`src/rtl/mdio_pkg.sv`:
```
// Package: shared constants and types for the management bus master.
// Assumes a 32-bit register port addressed by byte offset.
package mdio_pkg;
    localparam int REG_AW  = 6;
    localparam int REG_DW  = 32;
    localparam int FIELD_W = 5;
    localparam int WORD_W  = 16;
    localparam int BODY_W  = 2 + 2 + FIELD_W + FIELD_W + 2 + WORD_W;

    localparam logic [REG_AW-1:0] OFS_STAT = 6'h30;
    localparam logic [REG_AW-1:0] OFS_CTRL = 6'h34;
    localparam logic [REG_AW-1:0] OFS_DATA = 6'h38;
    localparam logic [REG_AW-1:0] OFS_ADDR = 6'h3C;

    localparam int STAT_BUSY = 0;
    localparam int STAT_ERR  = 1;
    localparam int STAT_NPRE = 5;
    localparam int STAT_EXT  = 6;
    localparam int STAT_DIV  = 7;
    localparam int CTRL_RD   = 15;

    typedef enum logic [1:0] {
        FR_WRITE = 2'd0,
        FR_READ  = 2'd1,
        FR_ADDR  = 2'd2
    } frame_kind_e;
endpackage

```
`src/rtl/mdio_regs.sv`:
```
// Module: register file and trigger decode.
// Holds the four software registers, decides which write launches which
// frame, and loads read data returned by the frame engine. All writes are
// dropped while an operation is in progress.
module mdio_regs
    import mdio_pkg::*;
#(
    parameter int DIV_W = 9
) (
    input  logic                clk,
    input  logic                rst_n,
    input  logic                reg_wr,
    input  logic [REG_AW-1:0]   reg_addr,
    input  logic [REG_DW-1:0]   reg_wdata,
    output logic [REG_DW-1:0]   reg_rdata,
    input  logic                busy,
    input  logic                rd_err,
    input  logic                rd_load,
    input  logic [WORD_W-1:0]   rd_value,
    output logic [DIV_W-1:0]    div,
    output logic                no_pre,
    output logic                ext_mode,
    output logic                launch,
    output frame_kind_e         launch_kind,
    output logic [FIELD_W-1:0]  launch_pa,
    output logic [FIELD_W-1:0]  launch_da,
    output logic [WORD_W-1:0]   launch_word
);
    localparam int PA_LSB = FIELD_W;

    logic [WORD_W-1:0] ctrl_q, data_q, addr_q;
    logic [DIV_W-1:0]  div_q;
    logic              no_pre_q, ext_q;
    logic hit_stat, hit_ctrl, hit_data, hit_addr;

    assign hit_stat = reg_wr && !busy && (reg_addr == OFS_STAT);
    assign hit_ctrl = reg_wr && !busy && (reg_addr == OFS_CTRL);
    assign hit_data = reg_wr && !busy && (reg_addr == OFS_DATA);
    assign hit_addr = reg_wr && !busy && (reg_addr == OFS_ADDR);

    // Purpose: store software writes and returned read data.
    always_ff @(posedge clk) begin
        if (!rst_n) begin
            ctrl_q   <= '0;
            data_q   <= '0;
            addr_q   <= '0;
            div_q    <= '0;
            no_pre_q <= 1'b0;
            ext_q    <= 1'b0;
        end else begin
            if (hit_stat) begin
                div_q    <= reg_wdata[STAT_DIV +: DIV_W];
                no_pre_q <= reg_wdata[STAT_NPRE];
                ext_q    <= reg_wdata[STAT_EXT];
            end
            if (hit_ctrl) ctrl_q <= reg_wdata[WORD_W-1:0];
            if (hit_data)     data_q <= reg_wdata[WORD_W-1:0];
            else if (rd_load) data_q <= rd_value;
            if (hit_addr) addr_q <= reg_wdata[WORD_W-1:0];
        end
    end

    // Purpose: pick the frame a write launches and its fields.
    always_comb begin
        launch      = 1'b0;
        launch_kind = FR_WRITE;
        launch_pa   = ctrl_q[PA_LSB +: FIELD_W];
        launch_da   = ctrl_q[FIELD_W-1:0];
        launch_word = reg_wdata[WORD_W-1:0];
        if (hit_ctrl && reg_wdata[CTRL_RD]) begin
            launch      = 1'b1;
            launch_kind = FR_READ;
            launch_pa   = reg_wdata[PA_LSB +: FIELD_W];
            launch_da   = reg_wdata[FIELD_W-1:0];
        end else if (hit_data) begin
            launch      = 1'b1;
            launch_kind = FR_WRITE;
        end else if (hit_addr && ext_q) begin
            launch      = 1'b1;
            launch_kind = FR_ADDR;
        end
    end

    // Purpose: combinational register read mux.
    always_comb begin
        reg_rdata = '0;
        case (reg_addr)
            OFS_STAT: begin
                reg_rdata[STAT_BUSY]          = busy;
                reg_rdata[STAT_ERR]           = rd_err;
                reg_rdata[STAT_NPRE]          = no_pre_q;
                reg_rdata[STAT_EXT]           = ext_q;
                reg_rdata[STAT_DIV +: DIV_W]  = div_q;
            end
            OFS_CTRL: reg_rdata[WORD_W-1:0] = ctrl_q;
            OFS_DATA: reg_rdata[WORD_W-1:0] = data_q;
            OFS_ADDR: reg_rdata[WORD_W-1:0] = addr_q;
            default:  reg_rdata = '0;
        endcase
    end

    assign div      = div_q;
    assign no_pre   = no_pre_q;
    assign ext_mode = ext_q;
endmodule

```
`src/rtl/mdio_clkgen.sv`:
```
// Module: management clock divider.
// Runs only while 'run' is high; otherwise holds the clock low and the
// counter at zero. Each half period lasts div+1 input cycles. The rise and
// fall outputs are high in the cycle whose edge makes mdc toggle.
module mdio_clkgen #(
    parameter int DIV_W = 9
) (
    input  logic             clk,
    input  logic             rst_n,
    input  logic             run,
    input  logic [DIV_W-1:0] div,
    output logic             mdc,
    output logic             rise,
    output logic             fall
);
    logic [DIV_W-1:0] cnt_q;
    logic             mdc_q;
    logic             wrap;

    assign wrap = run && (cnt_q == div);

    // Purpose: count half periods and toggle the clock.
    always_ff @(posedge clk) begin
        if (!rst_n || !run) begin
            cnt_q <= '0;
            mdc_q <= 1'b0;
        end else if (wrap) begin
            cnt_q <= '0;
            mdc_q <= ~mdc_q;
        end else begin
            cnt_q <= cnt_q + 1'b1;
        end
    end

    assign mdc  = mdc_q;
    assign rise = wrap && !mdc_q;
    assign fall = wrap && mdc_q;
endmodule

```
`src/rtl/mdio_frame_engine.sv`:
```
// Module: frame serializer and read deserializer.
// Loads a whole frame into a shift register at launch, changes the line
// after every falling clock edge and samples the returned bits at rising
// edges. Assumes launch is only asserted while idle.
module mdio_frame_engine
    import mdio_pkg::*;
#(
    parameter int PRE_LEN = 32
) (
    input  logic               clk,
    input  logic               rst_n,
    input  logic               launch,
    input  frame_kind_e        kind,
    input  logic [FIELD_W-1:0] pa,
    input  logic [FIELD_W-1:0] da,
    input  logic [WORD_W-1:0]  word,
    input  logic               ext_mode,
    input  logic               no_pre,
    input  logic               rise,
    input  logic               fall,
    input  logic               mdio_i,
    output logic               busy,
    output logic               mdio_o,
    output logic               mdio_oe,
    output logic               rd_err,
    output logic               rd_load,
    output logic [WORD_W-1:0]  rd_value
);
    localparam int FULL_W = PRE_LEN + BODY_W;
    localparam int CW     = $clog2(FULL_W + 1);
    localparam logic [CW-1:0] REM_TA1  = CW'(WORD_W + 2);
    localparam logic [CW-1:0] REM_TA2  = CW'(WORD_W + 1);
    localparam logic [CW-1:0] REM_REL  = CW'(WORD_W + 3);
    localparam logic [CW-1:0] REM_DATA = CW'(WORD_W);

    logic [FULL_W-1:0] sh_q;
    logic [CW-1:0]     rem_q;
    logic              busy_q, oe_q, is_rd_q, err_q;
    logic [WORD_W-1:0] cap_q;
    logic [BODY_W-1:0] body;

    // Purpose: assemble the frame after the preamble.
    always_comb begin
        logic [1:0] st, op, ta;
        logic [WORD_W-1:0] dw;
        st = ext_mode ? 2'b00 : 2'b01;
        ta = 2'b10;
        dw = word;
        case (kind)
            FR_READ: begin
                op = ext_mode ? 2'b11 : 2'b10;
                ta = 2'b11;
                dw = '1;
            end
            FR_ADDR: op = 2'b00;
            default: op = 2'b01;
        endcase
        body = {st, op, pa, da, ta, dw};
    end

    // Purpose: run the frame bit by bit on the divider ticks.
    always_ff @(posedge clk) begin
        if (!rst_n) begin
            sh_q    <= '0;
            rem_q   <= '0;
            busy_q  <= 1'b0;
            oe_q    <= 1'b0;
            is_rd_q <= 1'b0;
            err_q   <= 1'b0;
            cap_q   <= '0;
        end else if (launch && !busy_q) begin
            busy_q  <= 1'b1;
            oe_q    <= 1'b1;
            err_q   <= 1'b0;
            is_rd_q <= (kind == FR_READ);
            if (no_pre) begin
                sh_q  <= {body, {PRE_LEN{1'b0}}};
                rem_q <= CW'(BODY_W);
            end else begin
                sh_q  <= {{PRE_LEN{1'b1}}, body};
                rem_q <= CW'(FULL_W);
            end
        end else if (busy_q) begin
            if (rise && is_rd_q) begin
                if (rem_q == REM_TA2 && mdio_i) err_q <= 1'b1;
                if (rem_q <= REM_DATA) cap_q <= {cap_q[WORD_W-2:0], mdio_i};
            end
            if (fall) begin
                sh_q  <= {sh_q[FULL_W-2:0], 1'b0};
                rem_q <= rem_q - 1'b1;
                if (is_rd_q && rem_q == REM_REL) oe_q <= 1'b0;
                if (rem_q == CW'(1)) begin
                    busy_q <= 1'b0;
                    oe_q   <= 1'b0;
                end
            end
        end
    end

    assign busy     = busy_q;
    assign mdio_o   = sh_q[FULL_W-1];
    assign mdio_oe  = oe_q;
    assign rd_err   = err_q;
    assign rd_load  = busy_q && fall && is_rd_q && (rem_q == CW'(1));
    assign rd_value = cap_q;

    // REM_TA1 names the first turnaround slot for readability of the map.
    logic unused_ta1;
    assign unused_ta1 = ^REM_TA1;
endmodule

```
`src/rtl/mdio_master.sv`:
```
// Module: top of the management bus master.
// Connects the register file, the clock divider and the frame engine.
// Assumes an external tri-state pad built from mdio_o / mdio_oe.
module mdio_master
    import mdio_pkg::*;
#(
    parameter int DIV_W   = 9,
    parameter int PRE_LEN = 32
) (
    input  logic              clk,
    input  logic              rst_n,
    input  logic              reg_wr,
    input  logic [REG_AW-1:0] reg_addr,
    input  logic [REG_DW-1:0] reg_wdata,
    output logic [REG_DW-1:0] reg_rdata,
    output logic              mdc,
    output logic              mdio_o,
    output logic              mdio_oe,
    input  logic              mdio_i
);
    logic               busy, rd_err, rd_load, launch;
    logic [WORD_W-1:0]  rd_value, launch_word;
    logic [DIV_W-1:0]   div;
    logic               no_pre, ext_mode, tick_rise, tick_fall;
    frame_kind_e        launch_kind;
    logic [FIELD_W-1:0] launch_pa, launch_da;

    mdio_regs #(.DIV_W(DIV_W)) u_regs (
        .clk(clk), .rst_n(rst_n),
        .reg_wr(reg_wr), .reg_addr(reg_addr), .reg_wdata(reg_wdata),
        .reg_rdata(reg_rdata),
        .busy(busy), .rd_err(rd_err), .rd_load(rd_load), .rd_value(rd_value),
        .div(div), .no_pre(no_pre), .ext_mode(ext_mode),
        .launch(launch), .launch_kind(launch_kind),
        .launch_pa(launch_pa), .launch_da(launch_da),
        .launch_word(launch_word)
    );

    mdio_clkgen #(.DIV_W(DIV_W)) u_clk (
        .clk(clk), .rst_n(rst_n), .run(busy), .div(div),
        .mdc(mdc), .rise(tick_rise), .fall(tick_fall)
    );

    mdio_frame_engine #(.PRE_LEN(PRE_LEN)) u_eng (
        .clk(clk), .rst_n(rst_n),
        .launch(launch), .kind(launch_kind),
        .pa(launch_pa), .da(launch_da), .word(launch_word),
        .ext_mode(ext_mode), .no_pre(no_pre),
        .rise(tick_rise), .fall(tick_fall), .mdio_i(mdio_i),
        .busy(busy), .mdio_o(mdio_o), .mdio_oe(mdio_oe),
        .rd_err(rd_err), .rd_load(rd_load), .rd_value(rd_value)
    );
endmodule

```
`config.mk`:
```
export PLATFORM = sky130hd
export DESIGN_NAME = mdio_master
export DESIGN_NICKNAME = d
export VERILOG_FILES = /design/src/rtl/mdio_pkg.sv /design/src/rtl/mdio_regs.sv /design/src/rtl/mdio_clkgen.sv /design/src/rtl/mdio_frame_engine.sv /design/src/rtl/mdio_master.sv
export SDC_FILE = /design/constraint.sdc
export NUM_CORES = 1
export LEC_CHECK = 0
export BUFFER_PORTS_ARGS = -buffer_cell sky130_fd_sc_hd__buf_2
export CAP_MARGIN = 20
export CORE_MARGIN = 10
export CORE_UTILIZATION = 36
export CTS_CLUSTER_DIAMETER = 60
export CTS_CLUSTER_SIZE = 12
export DETAILED_ROUTE_END_ITERATION = 8
export GPL_ROUTABILITY_DRIVEN = 0
export PLACE_DENSITY = 0.64
export SLEW_MARGIN = 20
export SYNTH_ARGS = -nofsm -noshare
export SYNTH_HDL_FRONTEND = slang
export SYNTH_SLANG_ARGS = --single-unit
```
`constraint.sdc`:
```
create_clock -name clk -period 2.95 [get_ports clk]
set_clock_uncertainty 0.05 [all_clocks]
set_input_delay 0.59 -clock clk [delete_from_list [all_inputs] [get_ports clk]]
set_output_delay 0.59 -clock clk [all_outputs]
set_load 0.01 [all_outputs]
```
==> results.json <==
{
  "status": "complete, no violations",
  "vdd_ir_drop_max_v": 0.000411,
  "critical_path_class": "input pin to primary output",
  "r2r-end": "u_eng.sh_q[48]",
  "cp.required_ns": 2.31,
  "finalSetupTns_ns": 0,
  "wl_met1_mm": 9.69,
  "hold_class": "flop to flop",
  "vias": 6396,
  "drtPass1Iterations": 7,
  "worstSkewPairLatency_ns": 0.43,
  "hp-start": "u_regs.addr_q[0]",
  "path_max_fanout": 17,
  "fmax_mhz": 396,
  "ios": 77,
  "max-slew-margin-rel_pct": 51.6,
  "netlist.top_cell.by_area": "dfxtp_1",
  "finalCritPeriodShare_pct": 85.5,
  "final_common_cell": "dfxtp_1",
  "power.total_mw": 4.56,
  "cap_violations": 0,
  "max_slew.worst_pin.slew_ns": 0.727,
  "post-route-min-period_ns": 2.52,
  "design_area_sq_um": 8600,
  "met3_wirelength_mm": 1.46,
  "finalNonFillerCells": 1174,
  "crit_path_end_kind": "primary output",
  "cts_tree": "done",
  "grt_pass1_vias": 6053,
  "preCtsSetupSlack_ns": 0.353,
  "die_w_um": 165,
  "avgSynthCellArea_sq_um": 8.60,
  "dpl.cell_count": 1142,
  "grt_use_total_pct": 15.4,
  "post_cts_buffers": 0,
  "ys_seq_elements": 160,
  "drive_gt1_share_pct": 14.2,
  "cp.arrival_ns": 1.88,
  "worst_path_largest_cell_delay_ns": 0.60,
  "worstHoldEndpoint": "u_regs.addr_q[0]",
  "synth_area_leaders": "dfxtp_1 (42%), mux2i_1 (9.0%), nand2_1 (6.6%)",
  "grt_overflow": 0,
  "die_y_um": 165,
  "drv_slew": 0,
  "synth_seq_area_share_pct": 42.3,
  "wl_met2_mm": 9.16,
  "grt_pass1_wl_mm": 33.2,
  "drt-initial-drc-count": 548,
  "portBuffers": 44,
  "dieArea_sq_um": 27200,
  "wl_mm": 20.8,
  "fin_ws_ns": 0.428,
  "path_clk_slew_ns": 0.06,
  "grt_max_degree": 69,
  "antennaDiodeCount": 0,
  "r2r_slack_ns": 0.52,
  "viasPerCell": 5.45,
  "start_kind": "input pin",
  "cts_sinks": 160,
  "path_cells": "buf_2 > mux4_2 > and2_1 > buf_2",
  "num_rows": 52,
  "cts_root_buf": "clkbuf_16",
  "wl_per_cell_um": 17.7,
  "syn_area_sq_um": 7570,
  "synth_top_area_share_pct": 42.3,
  "setup-violations-final": 0,
  "ys_types": 49,
  "top_layer": "met4",
  "start_util_pct": 37.0,
  "synth_warnings": 0,
  "nNetsFinal": 938,
  "grt_antenna_before_repair": 0,
  "postRouteAntennaNets": 0,
  "clockBufferDepth": 2,
  "path_buf_inv": 2,
  "finalHoldViolations": 0,
  "synthToLayoutAreaGrowth_pct": 13.6,
  "cts_made_buffers": 17,
  "whs_ns": 0.397,
  "post_cts_resized": 0,
  "r2r_start": "u_regs.div[5]",
  "holdBufCountCts": 0,
  "power.density_nw_per_um2": 531,
  "critPathMostFrequentCell": "buf_2",
  "cts.htree.levels": 4,
  "rr_worst_depth": 6,
  "most-common-layout-cells": "dfxtp_1 (160), nand2_1 (133), a21oi_1 (69)",
  "drcViolationCount": 0,
  "cp_slowest_cell": "mux4_2",
  "power_leakage_nw": 3.35,
  "hold_depth": 2,
  "core-area_sq_um": 20400,
  "synth_cells": 880,
  "nFillCells": 2028,
  "layout.area.seq_sq_um": 3200,
  "hpwl_mm": 13.7,
  "multi_input_area_sq_um": 3970,
  "final_util_pct": 42.1,
  "rsz0062_at_grt": "no",
  "dpl_cell_area_sq_um": 8010,
  "cp_top_family": "multiplexers"
}
-- cells in the mapped netlist (all sizes together) --
cell type	count
o21ai	37
or4b	1
o22ai	16
o221ai	1
nor4b	1
a311oi	1
and4	3
xnor2	8
a21o	1
dfxtp	160
nand4	9
nor3	9
nand2	133
conb	1
inv	8
a211oi	17
or3	9
a31oi	32
and2	16
mux4	13
o31ai	6
clkbuf	66
mux2	5
a22oi	3
xor2	10
or4	2
nor4bb	1
ha	5
and3	6
nor2	64
o21a	1
nand2b	2
mux2i	68
a41o	16
a221oi	2
a21oi	69
nor4	5
nor3b	2
nand3	33
nand3b	3
buf	27
or2	3
nor2b	5
-- worst register-to-register path, delay by kind of cell (launching register included) --
family | cells | cell delay, ns
buf+inv | 1 | 0.33
xor+xnor | 1 | 0.20
simple gates | 3 | 0.97
compound gates | 1 | 0.38
flops | 1 | 0.36
-- cells by family (layout without fill, tap and decap cells) --
| family | count (synthesis) | in the layout | share of synthesized area (%) |
|---|---|---|---|
| xor+xnor | 18 | 18 | 2.08 |
| mux | 86 | 86 | 13.6 |
| compound gates | 202 | 202 | 16.3 |
| buf+inv | 101 | 110 | 6.00 |
| fa+ha+maj | 5 | 5 | 0.827 |
| flops | 160 | 160 | 42.3 |
| other cells | 1 | 16 | 0.0496 |
| simple gates | 307 | 307 | 18.8 |
-- sequential cells by signal, summed over array words and instances, names as in the netlist, 7 cells and up --
name,cells
u_eng.rem_q,7
u_regs.ctrl_q,16
u_eng.sh_q,64
u_regs.addr_q,16
u_eng.rd_value,16
u_regs.div,9
u_regs.data_q,16
u_clk.cnt_q,9
-- final cells by class --
class	instances	area share (%)
inverters	8	0.364
flip-flops and latches	160	37.3
multi-input cells	634	46.2
clock inverters	11	1.22
well taps	270	3.93
repair buffers	70	5.41
clock buffers	21	5.59
-- worst max-delay path by stage --
| stage | from | endpoint | slack (ns) | depth (start not counted) |
|---|---|---|---|---|
| floorplan | reg_addr[2] | reg_rdata[10] | 0.24 | 4 |
| global placement | reg_addr[3] | u_eng.sh_q[28] | 0.39 | 6 |
| detailed placement | reg_addr[1] | u_regs.div[7] | 0.35 | 7 |
| CTS | reg_addr[3] | reg_rdata[0] | 0.43 | 4 |
| global route | u_regs.div[5] | u_eng.sh_q[48] | 0.33 | 6 |
| finish | reg_addr[3] | reg_rdata[0] | 0.43 | 4 |
-- where the power goes --
group	total (mW)	switching [mW]	internal [mW]	leakage, nW
Combinational	0.213	0.147	0.0652	1.78
Clock	2.17	0.916	1.25	0.278
Sequential	2.18	0.00817	2.17	1.29
Total	4.56	1.07	3.49	3.35
-- per-layer routing --
layer / global-route usage (%) / vias to the layer above
li1: - / 3125
met1: 20.9 / 3004
met3: 3.19 / 39
met5: 0 / -
met2: 23.2 / 228
met4: 6.32 / 0
Note: power is estimated with default switching activity, not from simulation.
